$ cat config.mk
export PLATFORM = sky130hd
export DESIGN_NAME = ser_reg_port
export DESIGN_NICKNAME = d
export VERILOG_FILES = /design/src/rtl/srp_pkg.sv /design/src/rtl/srp_sync.sv /design/src/rtl/srp_regbank.sv /design/src/rtl/srp_txshift.sv /design/src/rtl/ser_reg_port.sv
export SDC_FILE = /design/constraint.sdc
export NUM_CORES = 1
export LEC_CHECK = 0
export BUFFER_PORTS_ARGS = -buffer_cell sky130_fd_sc_hd__buf_4
export CORE_ASPECT_RATIO = 1.2
export CORE_MARGIN = 3
export CORE_UTILIZATION = 60
export CTS_CLUSTER_DIAMETER = 30
export CTS_CLUSTER_SIZE = 30
export DETAILED_ROUTE_END_ITERATION = 8
export GPL_TIMING_DRIVEN = 0
export PLACE_DENSITY = 0.84
export REMOVE_ABC_BUFFERS = 1
export SETUP_SLACK_MARGIN = 0.4
export SLEW_MARGIN = 10
export SYNTH_ARGS = -nofsm -noshare
export SYNTH_HDL_FRONTEND = slang
export SYNTH_SLANG_ARGS = --single-unit
$ cat constraint.sdc
create_clock -name clk -period 6.15 [get_ports clk]
set_input_delay 0.3075 -clock clk [delete_from_list [all_inputs] [get_ports clk]]
set_output_delay 0.3075 -clock clk [all_outputs]
set_load 0.02 [all_outputs]
$ cat src/rtl/srp_pkg.sv
package srp_pkg;

    typedef enum logic {
        PH_CMD  = 1'b0,
        PH_DATA = 1'b1
    } phase_e;

endpackage

$ cat src/rtl/srp_sync.sv
module srp_sync #(
    parameter int   STAGES = 2,
    parameter logic INIT   = 1'b0
) (
    input  logic clk,
    input  logic rst_n,
    input  logic async_i,
    output logic level_o,
    output logic rise_o,
    output logic fall_o
);
    localparam int DEPTH = STAGES + 1;

    logic [DEPTH-1:0] pipe_d, pipe_q;

    always_comb begin
        pipe_d = {pipe_q[DEPTH-2:0], async_i};
    end

    always_ff @(posedge clk or negedge rst_n) begin
        if (!rst_n) pipe_q <= {DEPTH{INIT}};
        else        pipe_q <= pipe_d;
    end

    assign level_o = pipe_q[STAGES-1];
    assign rise_o  = pipe_q[STAGES-1] & ~pipe_q[STAGES];
    assign fall_o  = ~pipe_q[STAGES-1] & pipe_q[STAGES];

endmodule

$ cat src/rtl/srp_regbank.sv
module srp_regbank #(
    parameter int DATA_W = 8,
    parameter int ADDR_W = 3
) (
    input  logic                         clk,
    input  logic                         rst_n,
    input  logic                         we,
    input  logic [ADDR_W-1:0]            waddr,
    input  logic [DATA_W-1:0]            wdata,
    input  logic [ADDR_W-1:0]            raddr,
    output logic [DATA_W-1:0]            rdata,
    output logic [(2**ADDR_W)*DATA_W-1:0] image
);
    localparam int NUM_REGS = 2 ** ADDR_W;

    logic [DATA_W-1:0] regs_d [NUM_REGS];
    logic [DATA_W-1:0] regs_q [NUM_REGS];

    always_comb begin
        for (int i = 0; i < NUM_REGS; i++) regs_d[i] = regs_q[i];
        if (we) regs_d[waddr] = wdata;
    end

    always_ff @(posedge clk or negedge rst_n) begin
        if (!rst_n) begin
            for (int i = 0; i < NUM_REGS; i++) regs_q[i] <= '0;
        end else begin
            for (int i = 0; i < NUM_REGS; i++) regs_q[i] <= regs_d[i];
        end
    end

    assign rdata = regs_q[raddr];

    for (genvar g = 0; g < NUM_REGS; g++) begin : g_image
        assign image[g*DATA_W +: DATA_W] = regs_q[g];
    end

endmodule

$ cat src/rtl/srp_txshift.sv
module srp_txshift #(
    parameter int DATA_W = 8
) (
    input  logic              clk,
    input  logic              rst_n,
    input  logic              load,
    input  logic [DATA_W-1:0] load_val,
    input  logic              shift,
    input  logic              lsb_first,
    output logic              bit_o
);
    typedef struct packed {
        logic [DATA_W-1:0] word;
        logic              bit_out;
    } tx_t;

    tx_t tx_d, tx_q;

    always_comb begin
        tx_d = tx_q;
        if (load) begin
            tx_d.word = load_val;
        end else if (shift) begin
            if (lsb_first) begin
                tx_d.bit_out = tx_q.word[0];
                tx_d.word    = tx_q.word >> 1;
            end else begin
                tx_d.bit_out = tx_q.word[DATA_W-1];
                tx_d.word    = tx_q.word << 1;
            end
        end
    end

    always_ff @(posedge clk or negedge rst_n) begin
        if (!rst_n) tx_q <= '0;
        else        tx_q <= tx_d;
    end

    assign bit_o = tx_q.bit_out;

endmodule

$ cat src/rtl/ser_reg_port.sv
module ser_reg_port
    import srp_pkg::*;
#(
    parameter int DATA_W      = 8,
    parameter int ADDR_W      = 3,
    parameter int SYNC_STAGES = 2
) (
    input  logic                          clk,
    input  logic                          rst_n,
    input  logic                          order_lsb,
    input  logic                          sel_n,
    input  logic                          ser_clk,
    input  logic                          ser_in,
    output logic                          ser_out,
    output logic                          ser_oe,
    output logic [(2**ADDR_W)*DATA_W-1:0] reg_image
);
    localparam int CNT_W    = (DATA_W > 1) ? $clog2(DATA_W) : 1;
    localparam int LAST_BIT = DATA_W - 1;
    localparam int RD_BIT   = DATA_W - 1;

    typedef struct packed {
        logic [CNT_W-1:0]  cnt;
        phase_e            phase;
        logic              rd;
        logic [ADDR_W-1:0] addr;
        logic [DATA_W-1:0] rx;
        logic              oe;
    } ctl_t;

    ctl_t ctl_d, ctl_q;

    logic sel_s, sel_rise_unused, sel_fall_unused;
    logic sck_s, sck_rise, sck_fall;
    logic din_s, din_rise_unused, din_fall_unused;

    srp_sync #(.STAGES(SYNC_STAGES), .INIT(1'b1)) u_sync_sel (
        .clk(clk), .rst_n(rst_n), .async_i(sel_n),
        .level_o(sel_s), .rise_o(sel_rise_unused), .fall_o(sel_fall_unused)
    );
    srp_sync #(.STAGES(SYNC_STAGES), .INIT(1'b0)) u_sync_sck (
        .clk(clk), .rst_n(rst_n), .async_i(ser_clk),
        .level_o(sck_s), .rise_o(sck_rise), .fall_o(sck_fall)
    );
    srp_sync #(.STAGES(SYNC_STAGES), .INIT(1'b0)) u_sync_din (
        .clk(clk), .rst_n(rst_n), .async_i(ser_in),
        .level_o(din_s), .rise_o(din_rise_unused), .fall_o(din_fall_unused)
    );

    logic [DATA_W-1:0] rx_next;
    logic [ADDR_W-1:0] rd_addr;
    logic [DATA_W-1:0] rd_data;
    logic              wr_en, tx_load, tx_shift, tx_bit;
    logic              in_cmd, rd_flag;

    always_comb begin
        if (order_lsb) rx_next = {din_s, ctl_q.rx[DATA_W-1:1]};
        else           rx_next = {ctl_q.rx[DATA_W-2:0], din_s};
    end

    always_comb begin
        ctl_d    = ctl_q;
        wr_en    = 1'b0;
        tx_load  = 1'b0;
        tx_shift = 1'b0;
        rd_addr  = ctl_q.addr;
        if (ctl_q.phase == PH_CMD) rd_addr = rx_next[ADDR_W-1:0];

        if (sel_s) begin
            ctl_d.cnt   = '0;
            ctl_d.phase = PH_CMD;
            ctl_d.oe    = 1'b0;
        end else begin
            if (sck_rise) begin
                ctl_d.rx = rx_next;
                if (ctl_q.cnt == CNT_W'(LAST_BIT)) begin
                    ctl_d.cnt = '0;
                    if (ctl_q.phase == PH_CMD) begin
                        ctl_d.phase = PH_DATA;
                        ctl_d.rd    = rx_next[RD_BIT];
                        ctl_d.addr  = rx_next[ADDR_W-1:0];
                        tx_load     = rx_next[RD_BIT];
                    end else if (ctl_q.rd) begin
                        tx_load = 1'b1;
                    end else begin
                        wr_en = 1'b1;
                    end
                end else begin
                    ctl_d.cnt = ctl_q.cnt + 1'b1;
                end
            end
            if (sck_fall && ctl_q.phase == PH_DATA && ctl_q.rd) begin
                tx_shift = 1'b1;
                ctl_d.oe = 1'b1;
            end
        end
    end

    always_ff @(posedge clk or negedge rst_n) begin
        if (!rst_n) begin
            ctl_q <= '{cnt: '0, phase: PH_CMD, rd: 1'b0, addr: '0, rx: '0, oe: 1'b0};
        end else begin
            ctl_q <= ctl_d;
        end
    end

    srp_regbank #(.DATA_W(DATA_W), .ADDR_W(ADDR_W)) u_bank (
        .clk(clk), .rst_n(rst_n),
        .we(wr_en), .waddr(ctl_q.addr), .wdata(rx_next),
        .raddr(rd_addr), .rdata(rd_data), .image(reg_image)
    );

    srp_txshift #(.DATA_W(DATA_W)) u_tx (
        .clk(clk), .rst_n(rst_n),
        .load(tx_load), .load_val(rd_data), .shift(tx_shift),
        .lsb_first(order_lsb), .bit_o(tx_bit)
    );

    assign in_cmd  = (ctl_q.phase == PH_CMD);
    assign rd_flag = ctl_q.rd;
    assign ser_oe  = ctl_q.oe;
    assign ser_out = ctl_q.oe & tx_bit;

endmodule

==> flow_summary.yaml, run 1 <==
clock_tree:
  cts_setup_buffers: 0
  clkLatencyLatePin_ps: 370
  htree_levels: 3
  root_buffer: "clkbuf_8"
  clk_pin_slew_ps: 90
  cts_buffer_depth: 2
  cts.sinks: 97
  cts_buffers: 9
  cts_tree: "done"
  cts.repair.resized: 0
  ctsHoldBuffers: 0
pwr:
  p_leak_uw: 0.00216
  power_switching_uw: 327
  clkPwrFrac_pct: 33.4
  switching_share_pct: 28.0
  powerDensity_mw_per_mm2: 230
  intPower_uw: 840
  p_seq_share_pct: 56.7
  p_comb_share_pct: 9.9
  peakVddDrop_v: 0.000139
logic_synthesis:
  ys_types: 41
  synth_xor_area_share_pct: 0
  avgSynthCellArea_um2: 10.7
  synth_cells: 404
  muxShareOfSynthArea_pct: 12.3
  synth_seq_cells: 97
  synth_top_family_by_area: "compound AO/OA/AOI/OAI gates"
  synth_area_mm2: 0.00434
  synth-compound-area-share_pct: 14.0
  yosysWarnings: 0
  yosys.area_share.simple_pct: 13.4
  yosys.area_share.adder_pct: 0.865
  ys_seq_area_share_pct: 56.0
layout:
  nets: 471
  layout-drive-gt1-share_pct: 22.7
  num_antenna_cells: 0
  nFillCells: 500
  final-seq-area_mm2: 0.00243
  syn2layout_area_growth_pct: 16.8
  multi_input_area_mm2: 0.00178
grt:
  grt_usage_pct: 26.5
  use_met2_pct: 43.1
  grt.busiest_layer: "met2"
  grt_max_degree: 98
  antenna_found_initial: 0
  grt_pass1_wl_um: 16900
  grt_use_met3_pct: 4.31
  grt_overflow: 0
  grt_pass1_vias: 3322
  met1_usage_pct: 34.0
floorplanning:
  die_x_um: 83.6
  core-area_mm2: 0.00694
  io_pins: 72
  initial_core_util_pct: 62.6
  die_area_mm2: 0.00829
  die_h_um: 99.2
  row_count: 33
detailed_routing:
  routedWlPerCell_um: 19.1
  viasPerCell: 6.09
  totalWireLength_um: 10600
  drt_iter0_markers: 277
  ant_nets: 0
  vias: 3376
  post-route-drc-count: 0
  first_pass_iters: 5
setup_path:
  path_max_fanout: 16
  worst-path-buf-inv: 0
  critical_path.max_stage_delay_ps: 920
  crit_family: "compound AO/OA/AOI/OAI gates"
  end_kind: "register"
  cp.required_ps: 6360
  crit_chain: "nand2b_1, o21a_1, mux4_1, a22oi_1, o211ai_1"
  cp_slowest_cell: "o21a_1"
  crit_type: "reg2reg"
  crit_arrival_ps: 3150
  critPathLaunchType: "register"
sta:
  fin_crit_ps: 2930
  rsz0062_at_grt: "no"
  finalHoldViolCount: 0
  min_period_over_period_pct: 47.7
  relSlewSlack_pct: 24.8
  setup_viol: 0
  whs_ps: 6.50
  drv_slew: 0
  fin_setup_tns_ps: 0
  final.setup.worst_slack_ps: 3220
  fin_skew_ps: 16.3
  fmax_mhz: 341
  worst_slew_pin_slew_ps: 1130
placement:
  gp_congestion: 0.900
  place_ws_ps: 3180
  dp_hpwl_um: 7170
  io_buffers: 71
status:
  status: "completed"
min_path:
  hp-class: "in2async"
job:
  max_cap_violations: 0
-- final timing paths --
path                       slack, ps  cells past startpoint                    to                 start
setup / recovery                3220                      5          u_tx.tx_q[6]              ctl_q[9]
hold / removal                     7                      1             ctl_q[14]                 rst_n
setup reg to reg                3220                      5          u_tx.tx_q[6]              ctl_q[9]
hold reg to reg                  360                      0  u_sync_din.pipe_q[1]  u_sync_din.pipe_q[0]
max in group asynchronous       5550                      1              ctl_q[4]                 rst_n
min in group clk                  50                      1  u_sync_sck.pipe_q[0]               ser_clk
-- area by class of cell --
cell class	instances	share of cell area [%]
Tap cell	87	2.15
Multi-Input combinational cell	277	35.0
Timing Repair Buffer	73	11.0
Clock inverter	7	1.21
Inverter	4	0.296
Clock buffer	9	2.44
Sequential cell	97	47.9
-- cell families (layout without fill, tap and decap cells) --
group / count (synthesis) / in the layout
simple gates: 129 / 129
fa+ha+maj: 3 / 3
mux: 36 / 36
flops: 97 / 97
compound gates: 109 / 109
buf+inv: 30 / 93
-- per-layer routing --
layer | vias up | part of all wire [%]
li1 | 1541 | -
met1 | 1680 | 41
met2 | 130 | 50
met3 | 25 | 5.8
met4 | 0 | 3.0
met5 | - | 0
-- registers in the layout, summed over array words and instances (netlist names) --
register / flops
ctl_q: 15
u_sync_din.pipe_q: 2
u_sync_sel.pipe_q: 2
ser_oe: 1
u_sync_sck.pipe_q: 3
u_tx.tx_q: 8
rd_flag: 1
u_bank.image: 64
u_tx.bit_o: 1
-- cell usage after synthesis --
cell type  count  area share, %
a211o_1        1           0.20
a21o_1         1           0.17
a21oi_1       44            5.1
a221oi_1       5            1.0
a22oi_1        6            1.0
a31o_2         1           0.20
a31oi_1        2           0.29
and2_1         5           0.72
and3_1         1           0.14
and4_1         1           0.20
and4b_1        1           0.23
buf_1          1          0.086
buf_12         1           0.46
buf_2          3           0.35
buf_6          2           0.52
clkbuf_1      19            1.6
dfrtp_1       95             55
dfstp_2        2            1.2
ha_1           3           0.86
inv_1          4           0.35
mux2_2         3           0.78
mux2_4         1           0.35
mux2i_1       20            4.6
mux4_1         4            2.4
mux4_2         8            4.2
nand2_1       46            4.0
nand2b_1       4           0.58
nand3_1       11            1.3
nand4_1        1           0.14
nand4b_1       2           0.40
nand4bb_1      1           0.26
nor2_1        47            4.1
nor2b_1        4           0.58
nor3_1         2           0.23
nor4_2         1           0.29
o211ai_1       5           0.86
o21a_1         1           0.17
o21ai_0       42            4.8
o21bai_1       1           0.17
or3_1          1           0.14
or4_1          1           0.17
-- worst reg2reg max path: cells and delay by family (launching register included) --
| kind | cells | cell delay (ps) |
|---|---|---|
| flops | 1 | 500 |
| simple gates | 1 | 250 |
| mux | 1 | 720 |
| compound gates | 3 | 1320 |
-- layout by cell type (no fill, tap or decap), drive strengths merged --
| cell | count |
|---|---|
| a31o | 1 |
| nand4 | 1 |
| dfrtp | 95 |
| nand4bb | 1 |
| o21ai | 42 |
| mux2 | 4 |
| a211o | 1 |
| and4 | 1 |
| or3 | 1 |
| and3 | 1 |
| a22oi | 6 |
| mux2i | 20 |
| nor4 | 1 |
| nor2 | 47 |
| a21oi | 44 |
| nand3 | 11 |
| nand4b | 2 |
| and4b | 1 |
| clkinv | 2 |
| inv | 7 |
| nor2b | 4 |
| ha | 3 |
| buf | 73 |
| and2 | 5 |
| o211ai | 5 |
| nand2 | 46 |
| dfstp | 2 |
| a221oi | 5 |
| or4 | 1 |
| mux4 | 12 |
| a31oi | 2 |
| a21o | 1 |
| clkinvlp | 2 |
| o21bai | 1 |
| nand2b | 4 |
| nor3 | 2 |
| clkbuf | 9 |
| o21a | 1 |
-- through the flow --
stage                     area (um2)  std cells  total power [uW]  util (%)
after CTS                       5070        554              1170      73.1
after global placement          4850        536               784      69.9
after floorplan                 4210        378               742         -
after global routing            5070        554              1210      73.1
after detailed placement        4880        538               789      70.4
final                           5070        554              1170      73.1
-- power by group through the flow --
stage,logic (uW),registers [uW],clock network (uW)
final,115,661,390
after floorplan,71.0,671,0
after global routing,127,663,423
after CTS,115,661,396
after global placement,111,673,0
after detailed placement,115,673,0
No activity file was read; power rests on OpenSTA's default activity.
==> run 2: changes to the inputs <==
--- a/config.mk
+++ b/config.mk
@@ -8,12 +8,12 @@
 export BUFFER_PORTS_ARGS = -buffer_cell sky130_fd_sc_hd__buf_4
 export CORE_ASPECT_RATIO = 1.2
 export CORE_MARGIN = 3
-export CORE_UTILIZATION = 60
+export CORE_UTILIZATION = 56
 export CTS_CLUSTER_DIAMETER = 30
 export CTS_CLUSTER_SIZE = 30
 export DETAILED_ROUTE_END_ITERATION = 8
 export GPL_TIMING_DRIVEN = 0
-export PLACE_DENSITY = 0.84
+export PLACE_DENSITY = 0.79
 export REMOVE_ABC_BUFFERS = 1
 export SETUP_SLACK_MARGIN = 0.4
 export SLEW_MARGIN = 10
==> constraint.sdc (replaced) <==
create_clock -name clk -period 3.1 [get_ports clk]
set_input_delay 0.155 -clock clk [delete_from_list [all_inputs] [get_ports clk]]
set_output_delay 0.155 -clock clk [all_outputs]
set_load 0.02 [all_outputs]
==> flow_summary.yaml, run 2 (synthesis results as in run 1) <==
sta:
  min_period_over_period_pct: 82.2
  relSlewSlack_pct: 32.3
  rsz0062_at_grt: "no"
  finalHoldViolCount: 0
  fin_setup_tns_ps: 0
  fin_crit_ps: 2550
  drv_slew: 0
  fin_skew_ps: 11.2
  worst_slew_pin_slew_ps: 1010
  fmax_mhz: 393
  setup_viol: 0
setup_path:
  crit_arrival_ps: 2770
  crit_type: "reg2reg"
  path_max_fanout: 16
  cp.required_ps: 3320
  critPathLaunchType: "register"
  end_kind: "register"
min_path:
  hp-class: "in2reg"
clock_tree:
  cts.sinks: 97
  clkLatencyLatePin_ps: 370
  cts_buffers: 9
  clk_pin_slew_ps: 100
  cts_buffer_depth: 2
  cts_setup_buffers: 0
  cts_tree: "done"
  htree_levels: 3
  root_buffer: "clkbuf_8"
floorplanning:
  initial_core_util_pct: 58.6
  core-area_mm2: 0.00740
  io_pins: 72
  die_h_um: 102
  die_x_um: 86.4
  die_area_mm2: 0.00885
  row_count: 34
detailed_routing:
  totalWireLength_um: 10700
  vias: 3355
  viasPerCell: 5.98
  drt_iter0_markers: 301
  post-route-drc-count: 0
  ant_nets: 0
  first_pass_iters: 5
  routedWlPerCell_um: 19.0
layout:
  layout-drive-gt1-share_pct: 22.5
  final_cell_mix: "dfrtp_1, buf_4, nor2_1"
  largest_register_ffs: 64
  final-seq-area_mm2: 0.00243
  nets: 475
  num_antenna_cells: 0
  nFillCells: 578
  multi_input_area_mm2: 0.00178
  final_common_cell: "dfrtp_1"
  final_util_pct: 69.4
  syn2layout_area_growth_pct: 18.3
  finalNonFillerCells: 561
grt:
  grt_usage_pct: 25.4
  grt_pass1_wl_um: 17000
  grt_max_degree: 98
  antenna_found_initial: 0
  grt_overflow: 0
  grt_pass1_vias: 3312
status:
  status: "completed"
job:
  max_cap_violations: 0
placement:
  dp.cells: 541
  dp_hpwl_um: 7270
  io_buffers: 71
  gp_congestion: 0.826
pwr:
  peakVddDrop_v: 0.000353
  p_leak_uw: 0.00219
  powerDensity_mw_per_mm2: 467
## run 2: changes by cell type in the layout (fill, tap and decap cells not counted), sizes merged
cell / delta
bufinv: +1
clkbuf: +2
clkinv: -2
dlygate4sd3: +4
inv: -1
## run 2: layout make-up
type                            instances  area share (%)
Inverter                                4           0.292
Clock inverter                          5            1.22
Sequential cell                        97            47.3
Timing Repair Buffer                   77            11.6
Clock buffer                           11            2.75
Multi-Input combinational cell        277            34.6
Tap cell                               90            2.19
## run 2: where the power goes
group	internal, uW	total, uW	switching, uW
logic	72.5	231	158
registers	1290	1310	22.0
clock network	401	853	452
total	1760	2400	632
## run 2: worst paths after layout
kind / from / cells past startpoint / to / slack (ps)
min: order_lsb / 3 / u_tx.tx_q[7] / 320
min reg2reg: u_sync_sck.pipe_q[0] / 0 / u_sync_sck.pipe_q[1] / 360
max: ctl_q[9] / 5 / u_tx.tx_q[6] / 550
max in group asynchronous: rst_n / 2 / u_bank.image[25] / 2100
min in group asynchronous: rst_n / 2 / ser_oe / 440
max reg2reg: ctl_q[9] / 5 / u_tx.tx_q[6] / 550
## run 2: repair_timing
| action | in CTS | in global routing |
|---|---|---|
| endpoints found under the setup margin | 5 | 0 |
| hold buffers | 3 | 1 |
| gates resized for setup | 1 | 0 |
| hold endpoints to repair | 3 | 95 |
## run 2: stage by stage
step | cell area, um2 | hold WS (ps) | power (uW) | worst slack [ps]
after floorplan | 4210 | -141 | 1470 | 801
after global placement | 4850 | 263 | 1560 | 180
after detailed placement | 4890 | 266 | 1560 | 269
after CTS | 5120 | 76.4 | 2400 | 588
after global routing | 5130 | 341 | 2480 | 420
final | 5130 | 325 | 2400 | 552
## run 2: per-layer routing
metal	wire length, um	vias up	global-route usage, %
met5	0	-	0
met1	4400	1656	33.6
met3	659	19	5.08
li1	-	1554	-
met4	188	0	8.27
met2	5440	126	42.5
## run 2: critical path, stage by stage (launching register included)
cell	delay [ps]
dfrtp_1	520
nand2b_1	250
o21a_2	570
mux4_1	660
a22oi_1	260
o211ai_1	120
